<file path="src/rtl/step_pkg.sv">
package step_pkg;
  typedef enum logic {
    MODE_TRACK   = 1'b0,
    MODE_REFRESH = 1'b1
  } mode_e;
endpackage

</file>
<file path="src/rtl/step_absdiff.sv">
module step_absdiff #(
  parameter int DATA_W = 24
) (
  input  logic [DATA_W-1:0] smp_i,
  input  logic [DATA_W-1:0] ref_i,
  input  logic [DATA_W-1:0] thr_i,
  output logic              exceed_o
);
  localparam int DIFF_W = DATA_W + 1;

  logic signed [DIFF_W-1:0] diff;
  logic        [DIFF_W-1:0] mag;

  always_comb begin
    diff = $signed({1'b0, smp_i}) - $signed({1'b0, ref_i});
    mag  = diff[DIFF_W-1] ? DIFF_W'(-diff) : DIFF_W'(diff);
    exceed_o = mag > {1'b0, thr_i};
  end
endmodule

</file>
<file path="src/rtl/step_glitch.sv">
module step_glitch (
  input  logic clk_i,
  input  logic rst_ni,
  input  logic valid_i,
  input  logic exceed_i,
  input  logic inhibit_i,
  output logic fill_o
);
  logic pending_q;

  assign fill_o = valid_i & exceed_i & pending_q & ~inhibit_i;

  always_ff @(posedge clk_i or negedge rst_ni) begin
    if (!rst_ni)        pending_q <= 1'b0;
    else if (inhibit_i) pending_q <= 1'b0;
    else if (valid_i)   pending_q <= exceed_i & ~pending_q;
  end

  // pending never survives a refresh phase
  p_pend_clear_r10: assert property (@(posedge clk_i) disable iff (!rst_ni)
    inhibit_i |=> !pending_q);
  // an idle cycle keeps the pending state
  p_idle_hold_r5: assert property (@(posedge clk_i) disable iff (!rst_ni)
    (!valid_i && !inhibit_i) |=> $stable(pending_q));
endmodule

</file>
<file path="src/rtl/step_refresh_seq.sv">
module step_refresh_seq
  import step_pkg::*;
#(
  parameter int CYCLES = 6
) (
  input  logic clk_i,
  input  logic rst_ni,
  input  logic start_i,
  input  logic valid_i,
  output logic active_o,
  output logic refresh_o
);
  localparam int CNT_W = $clog2(CYCLES + 1);
  localparam logic [CNT_W-1:0] LAST = CNT_W'(CYCLES - 1);

  mode_e            mode_q;
  logic [CNT_W-1:0] cnt_q;

  assign active_o  = (mode_q == MODE_REFRESH);
  assign refresh_o = active_o & valid_i;

  always_ff @(posedge clk_i or negedge rst_ni) begin
    if (!rst_ni) begin
      mode_q <= MODE_TRACK;
      cnt_q  <= '0;
    end else begin
      unique case (mode_q)
        MODE_TRACK: if (start_i) begin
          mode_q <= MODE_REFRESH;
          cnt_q  <= '0;
        end
        MODE_REFRESH: if (valid_i) begin
          if (cnt_q == LAST) begin
            mode_q <= MODE_TRACK;
            cnt_q  <= '0;
          end else begin
            cnt_q <= cnt_q + 1'b1;
          end
        end
        default: mode_q <= MODE_TRACK;
      endcase
    end
  end

  p_cnt_bound_r7: assert property (@(posedge clk_i) disable iff (!rst_ni)
    cnt_q <= LAST);
  p_end_on_beat_r7: assert property (@(posedge clk_i) disable iff (!rst_ni)
    $fell(active_o) |-> $past(refresh_o));
endmodule

</file>
<file path="src/rtl/step_detect.sv">
module step_detect #(
  parameter int DATA_W     = 24,
  parameter int REFRESH_N  = 6
) (
  input  logic              clk_i,
  input  logic              rst_ni,
  input  logic              smp_valid_i,
  input  logic [DATA_W-1:0] smp_data_i,
  input  logic [DATA_W-1:0] filt_data_i,
  input  logic [DATA_W-1:0] thresh_i,
  output logic              fill_o,
  output logic              refresh_o,
  output logic              refresh_active_o
);
  logic exceed;

  step_absdiff #(.DATA_W(DATA_W)) u_diff (
    .smp_i    (smp_data_i),
    .ref_i    (filt_data_i),
    .thr_i    (thresh_i),
    .exceed_o (exceed)
  );

  step_glitch u_glitch (
    .clk_i     (clk_i),
    .rst_ni    (rst_ni),
    .valid_i   (smp_valid_i),
    .exceed_i  (exceed),
    .inhibit_i (refresh_active_o),
    .fill_o    (fill_o)
  );

  step_refresh_seq #(.CYCLES(REFRESH_N)) u_seq (
    .clk_i     (clk_i),
    .rst_ni    (rst_ni),
    .start_i   (fill_o),
    .valid_i   (smp_valid_i),
    .active_o  (refresh_active_o),
    .refresh_o (refresh_o)
  );

  p_fill_starts_r6: assert property (@(posedge clk_i) disable iff (!rst_ni)
    fill_o |=> refresh_active_o);
  p_no_fill_in_refresh_r8: assert property (@(posedge clk_i) disable iff (!rst_ni)
    refresh_active_o |-> !fill_o);
  p_fill_single_r3: assert property (@(posedge clk_i) disable iff (!rst_ni)
    fill_o |=> !fill_o);
  p_fill_on_beat_r3: assert property (@(posedge clk_i) disable iff (!rst_ni)
    fill_o |-> smp_valid_i);
endmodule

</file>
<file path="config.mk">
export PLATFORM = sky130hd
export DESIGN_NAME = step_detect
export DESIGN_NICKNAME = d
export VERILOG_FILES = /design/src/rtl/step_pkg.sv /design/src/rtl/step_absdiff.sv /design/src/rtl/step_glitch.sv /design/src/rtl/step_refresh_seq.sv /design/src/rtl/step_detect.sv
export SDC_FILE = /design/constraint.sdc
export NUM_CORES = 1
export LEC_CHECK = 0
export BUFFER_PORTS_ARGS = -buffer_cell sky130_fd_sc_hd__clkbuf_2
export CAP_MARGIN = 5
export CELL_PAD_IN_SITES_DETAIL_PLACEMENT = 0
export CELL_PAD_IN_SITES_GLOBAL_PLACEMENT = 1
export CORE_MARGIN = 5
export CORE_UTILIZATION = 35
export CTS_BUF_LIST = sky130_fd_sc_hd__clkbuf_4 sky130_fd_sc_hd__clkbuf_8
export CTS_CLUSTER_DIAMETER = 80
export CTS_CLUSTER_SIZE = 40
export DETAILED_ROUTE_END_ITERATION = 10
export HOLD_SLACK_MARGIN = 0.08
export PLACE_DENSITY = 0.86
export SLEW_MARGIN = 20
export SYNTH_ARGS = -nofsm -noshare
export SYNTH_HDL_FRONTEND = slang
export SYNTH_HIERARCHICAL = 1
export SYNTH_SLANG_ARGS = --single-unit
</file>
<file path="constraint.sdc">
create_clock -name clk_i -period 4.45 [get_ports clk_i]
set_input_delay 0.2225 -clock clk_i [delete_from_list [all_inputs] [get_ports clk_i]]
set_output_delay 0.2225 -clock clk_i [all_outputs]
set_load 0.05 [all_outputs]
</file>
==> qor.yml, run 1 <==
syn-num-nets: 536
seqCellArea_um2: 125
min_delay_path_depth: 2
final_common_cell: "buf_4"
reg2reg_slack_ns: 3.03
vdd.ir_drop.worst_mv: 0.0849
synth-main-ff-cell: "dfrtp_1"
grtUsageMet2: 0.265
core_region_area_um2: 8130
synth_async_sr_flop_share: 1.00
grt_max_degree: 12
slowest_delay_ns: 0.55
drive_above_1_share: 0.385
grt_pass1_wl_mm: 13.5
arrival_ns: 4.43
cts_buffers: 3
routed_wl_mm: 8.15
r2r_end: "u_seq/cnt_q[1]"
insertedDiodeCount: 0
n_fill_cell: 764
dp_hpwl_mm: 7.15
setup_tns_ns: -0.628
violations: "setup timing"
fin_ws_ns: -0.199
min_period_over_period: 1.04
antenna_found_initial: 0
fin_area_um2: 4280
hold_path.class: "in2reg"
path_clk_slew_ns: 0.04
fin_worst_skew_ns: 0.00330
postPlaceCellArea_um2: 4010
critPathKind: "in2out"
die_w_um: 101
p_per_area_nw_per_um2: 250
area_growth_pct: 47.6
layout_common_cells: "75 x buf_4, 72 x clkbuf_2, 50 x inv_1"
grt_remaining_overflow: 0
dr.pass1.iters: 4
htreeDepth: 1
top_usage_layer: "met2"
cts-root-buf: "clkbuf_8"
synth.largest_area_cell: "ha_1"
avgViaCountPerCell: 4.99
syn_avg_cell_area_um2: 7.06
status: "complete, but fails checks"
netlist.area_leader.share: 0.211
row_count: 33
drc: 0
use_met1: 0.212
cp_slowest_cell: "or4b_4"
rsz0062_at_grt: "yes"
track_usage: 0.154
cp-end-kind: "output port"
routabilityCongestion: 0.872
fmax_mhz: 215
power.leakage_nw: 2.20
synth_edf_count: 0
wl_per_cell_um: 12.3
slew_headroom: 0.656
yosys-top-cells-area: "ha_1 21%, inv_1 6.9%, xnor2_1 6.3%"
hold_viol_final: 0
ys_seq_area_frac: 0.0431
ant_nets: 0
cts_tree: "yes"
ff2ff_path_depth: 5
hp-start: "smp_valid_i"
initial_core_util: 0.357
vias: 3306
nNetsFinal: 684
synthesis.area_um2: 2900
ys_ff_latch: 5
io_pins: 78
timing.critical_path.required_ns: 4.23
multi_input_area_um2: 2760
path_max_fanout: 3
cts_buffer_depth: 2
first_iter_violations: 101
use_met3: 0.00761
cts_sinks: 5
cap_viol_max_count: 0
path_cells: "buf_6 > inv_4 > ha_4 > fa_2 > buf_6 > xor2_2 > nand3_2 > a2111oi_4 > nand4_1 > or4b_4 > nand2_2 > xnor2_2 > ha_2 > nand4_1 > o21ai_1 > a21oi_1 > o21ai_1 > a211oi_1 > or3_1 > o41ai_2 > nand2_1 > nor2_4 > buf_12"
syn_inst: 411
fin_crit_ns: 4.65
die_h_um: 101
tightest_slew_ns: 0.512
yosysUniqueCellTypes: 62
io_buffer_count: 77
grt_pass1_vias: 3238
critPathLaunchType: "primary input"
setup-violations-final: 5
dieArea_um2: 10200
clock_latency_ns: 0.22
r2r_start: "u_seq/active_o"
yosysWarnings: 6
slew_viol_final: 0
whs_endpoint: "u_glitch/pending_q"
==> cells in the mapped netlist (8+ instances only) <==
master	count
nand3_1	14
nor2_1	27
a21oi_1	27
o21ai_0	17
clkbuf_1	9
xor2_1	14
inv_1	53
xnor2_1	21
nand4_1	13
nand2_1	35
a21o_1	17
and2_1	8
ha_1	49
==> worst max path at each step <==
stage                   start              to  slack, ns
3_3_place_gp   filt_data_i[1]  u_seq/cnt_q[1]      -0.23
2_1_floorplan   smp_data_i[1]  u_seq/cnt_q[1]      -0.09
3_5_place_dp   filt_data_i[1]  u_seq/cnt_q[1]      -0.41
5_1_grt         smp_data_i[0]  u_seq/cnt_q[1]      -0.45
4_1_cts        filt_data_i[1]          fill_o      -0.12
6_report        smp_data_i[0]          fill_o      -0.20
==> critical path, delay by kind of cell <==
kind,cells,cell delay (ns)
fa+ha+maj,3,0.86
xor+xnor,2,0.25
buf+inv,4,0.40
simple gates,8,1.78
compound gates,6,0.89
==> kinds of logic (layout without fill, tap and decap cells) <==
group                      Yosys count  after routing  share of synthesized area
buffers and inverters               64            211                     0.0858
DFF                                  5              5                     0.0431
adders and majority gates           50             50                      0.218
and+or+nand+nor                    139            139                      0.251
muxes                                2              2                    0.00690
xor gates and xnor gates            36             36                      0.111
AOI/OAI and AO/OA                  115            115                      0.283
==> metrics by stage <==
| stage | power (W) | utilization | hold WS (ns) | cells | worst slack, ns |
|---|---|---|---|---|---|
| 3_3_place_gp | 0.000882 | 0.493 | 0.0421 | 652 | -0.235 |
| 4_1_cts | 0.00104 | 0.511 | 0.287 | 661 | -0.124 |
| 5_1_grt | 0.00117 | 0.527 | 0.310 | 663 | -0.450 |
| 3_5_place_dp | 0.000917 | 0.493 | 0.0489 | 652 | -0.406 |
| 6_report | 0.00107 | 0.527 | 0.290 | 663 | -0.199 |
| 2_1_floorplan | 0.000643 | - | -0.0731 | 411 | -0.0947 |
==> report_power, final <==
part / switching (W) / internal (W) / total (W)
sequential: 0.0000242 / 0.0000658 / 0.0000900
combinational: 0.000452 / 0.000437 / 0.000889
clock: 0.0000242 / 0.0000677 / 0.0000920
total: 0.000501 / 0.000570 / 0.00107
==> per-layer routing <==
| layer | up-vias | routed length [um] |
|---|---|---|
| met5 | - | 0 |
| met3 | 4 | 352 |
| met1 | 1448 | 3900 |
| li1 | 1779 | - |
| met4 | 0 | 59 |
| met2 | 75 | 3840 |
==> cell type report <==
cell class                      count  share of cell area
Timing Repair Buffer              154               0.238
Multi-Input combinational cell    342               0.644
Tap cell                          105              0.0307
Clock buffer                        4              0.0114
Sequential cell                     5              0.0292
Inverter                           53              0.0476
==> state kept, by name, indices dropped and copies added (netlist names) <==
register and cells:
u_glitch/pending_q 1, u_seq/cnt_q 3, u_seq/active_o 1
==> what timing repair did <==
item | 4_1_cts | 5_1_grt
hold endpoints to repair | 5 | 0
setup buffers | 4 | 2
hold buffers | 1 | 0
pin swaps | 10 | 15
setup endpoints to repair | 5 | 6
gates resized for setup | 13 | 25
No activity file was read; power rests on OpenSTA's default activity.
==> run 2: changes to the inputs <==
--- a/config.mk
+++ b/config.mk
@@ -11,7 +11,7 @@
 export CELL_PAD_IN_SITES_GLOBAL_PLACEMENT = 1
 export CORE_MARGIN = 5
 export CORE_UTILIZATION = 35
-export CTS_BUF_LIST = sky130_fd_sc_hd__clkbuf_4 sky130_fd_sc_hd__clkbuf_8
+export CTS_BUF_LIST = sky130_fd_sc_hd__clkbuf_16
 export CTS_CLUSTER_DIAMETER = 80
 export CTS_CLUSTER_SIZE = 40
 export DETAILED_ROUTE_END_ITERATION = 10
==> run 2 against run 1 <==
Compared with the run above:
- worst hold slack worse by 0.0042 ns
- register-to-register slack worse by 0.02 ns
- combinational power about the same
- critical path type unchanged
- via count up 1.6%
- critical path depth unchanged
- clock skew down 0.0013 ns
- non-clock buffer count unchanged
- the run still ends with setup timing left
- highest routed layer unchanged
- sequential share of layout area about the same
==> qor.yml, run 2 (synthesized netlist as in run 1, its figures left out) <==
min_period_over_period: 1.05
timing.critical_path.required_ns: 4.23
largest_reg_flops: 3
hold_slack_ns: 0.285
n_fill_cell: 760
dr.pass1.iters: 4
grt_pass1_wl_mm: 13.6
routed_wl_mm: 8.25
cts-root-buf: "clkbuf_16"
io_pins: 78
seqCellArea_um2: 125
io_buffer_count: 77
track_usage: 0.157
grt_max_degree: 12
arrival_ns: 4.45
cts_tree: "yes"
postPlaceCellArea_um2: 4010
fin_crit_ns: 4.67
area_growth_pct: 48.6
core_region_area_um2: 8130
cap_viol_max_count: 0
vias: 3359
die_h_um: 101
worstSetupStartpoint: "smp_data_i[0]"
top_register: "u_seq/cnt_q"
drc: 0
power.leakage_nw: 2.21
slew_viol_final: 0
hold_path.class: "in2reg"
insertedDiodeCount: 0
final_common_cell: "buf_4"
routabilityCongestion: 0.872
status: "complete, but fails checks"
critPathLaunchType: "primary input"
hp-start: "smp_valid_i"
wl_per_cell_um: 12.4
fin_total_pwr_w: 0.00113
fmax_mhz: 214
grt_pass1_vias: 3247
nNetsFinal: 684
path_clk_slew_ns: 0.03
dieArea_um2: 10200
layout_common_cells: "75 x buf_4, 72 x clkbuf_2, 51 x inv_1"
avgViaCountPerCell: 5.07
tightest_slew_ns: 0.512
setup-violations-final: 5
dp_slack_ns: -0.406
slew_headroom: 0.656
initial_core_util: 0.357
cts_buffers: 3
antenna_found_initial: 0
fin_worst_skew_ns: 0.00200
row_count: 33
path_max_fanout: 3
clock_latency_ns: 0.23
p_per_area_nw_per_um2: 261
vdd.ir_drop.worst_mv: 0.107
htreeDepth: 1
grt_remaining_overflow: 0
r2r_start: "u_seq/active_o"
rsz0062_at_grt: "yes"
ant_nets: 0
die_w_um: 101
cts_sinks: 5
critPathKind: "in2out"
violations: "setup timing"
cts_buffer_depth: 2
hold_viol_final: 0
drive_above_1_share: 0.384
first_iter_violations: 88
cp-end-kind: "output port"
fin_area_um2: 4310
multi_input_area_um2: 2760
fin_ws_ns: -0.224
dp_hpwl_mm: 7.15
==> run 2: cell count changes in the layout (fill, tap and decap cells not counted), sizes merged <==
cell / previous run / this run
inv: 53 / 54
clkbuf: 76 / 75
==> run 2: through the flow <==
stage | cells | setup TNS [ns] | util
floorplan | 411 | -0.186 | -
global placement | 652 | -0.870 | 0.493
detailed placement | 652 | -1.76 | 0.493
CTS | 661 | -0.272 | 0.515
global route | 663 | -2.06 | 0.530
finish | 663 | -0.785 | 0.530
==> run 2: worst paths after layout <==
path,slack [ns],end,depth (start not counted)
setup / recovery,-0.22,fill_o,23
hold / removal,0.29,u_glitch/pending_q,2
setup reg to reg,3.01,u_seq/cnt_q[1],5
hold reg to reg,0.50,u_seq/active_o,1
max in group asynchronous,3.96,u_glitch/pending_q,2
min in group asynchronous,0.35,u_seq/cnt_q[1],2
==> run 2: worst max-delay path: stages <==
cell and delay (ns):
buf_6 0.08, inv_4 0.03, ha_4 0.15, fa_2 0.39
buf_6 0.14, xor2_2 0.18, nand3_2 0.13, a2111oi_4 0.35
nand4_1 0.18, or4b_4 0.55, nand2_2 0.11, xnor2_2 0.07
ha_2 0.32, nand4_1 0.15, o21ai_1 0.18, a21oi_1 0.06
o21ai_1 0.16, a211oi_1 0.09, or3_1 0.33, o41ai_2 0.07
nand2_1 0.16, nor2_4 0.17, buf_12 0.15
==> run 2: what timing repair did <==
item / 4_1_cts / 5_1_grt
setup buffers: 4 / 2
pin swaps: 11 / 14
hold buffers: 1 / 0
endpoints found under the hold margin: 5 / 0
setup endpoints to repair: 5 / 6
resized for setup: 13 / 25
==> run 2: power by group <==
group	total, W	switching [W]	leakage [nW]	internal (W)
clock	0.000146	0.0000293	0.0423	0.000116
sequential	0.0000904	0.0000246	0.0640	0.0000658
combinational	0.000890	0.000454	2.11	0.000437
total	0.00113	0.000508	2.21	0.000619
==> run 2: layer usage <==
| layer | share of wire | up-vias | GRT usage |
|---|---|---|---|
| met3 | 0.043 | 8 | 0.0138 |
| met1 | 0.47 | 1486 | 0.213 |
| met2 | 0.47 | 86 | 0.268 |
| met5 | 0 | - | 0 |
| li1 | - | 1779 | - |
| met4 | 0.011 | 0 | 0.0358 |
==> run 2: cell type report <==
cell class / count / area share
tap: 105 / 0.0305
clock buffer: 3 / 0.0174
clock inverter: 1 / 0.000870
multi-input combinational: 342 / 0.639
inverter: 53 / 0.0473
timing repair buffer: 154 / 0.236
sequential: 5 / 0.0290
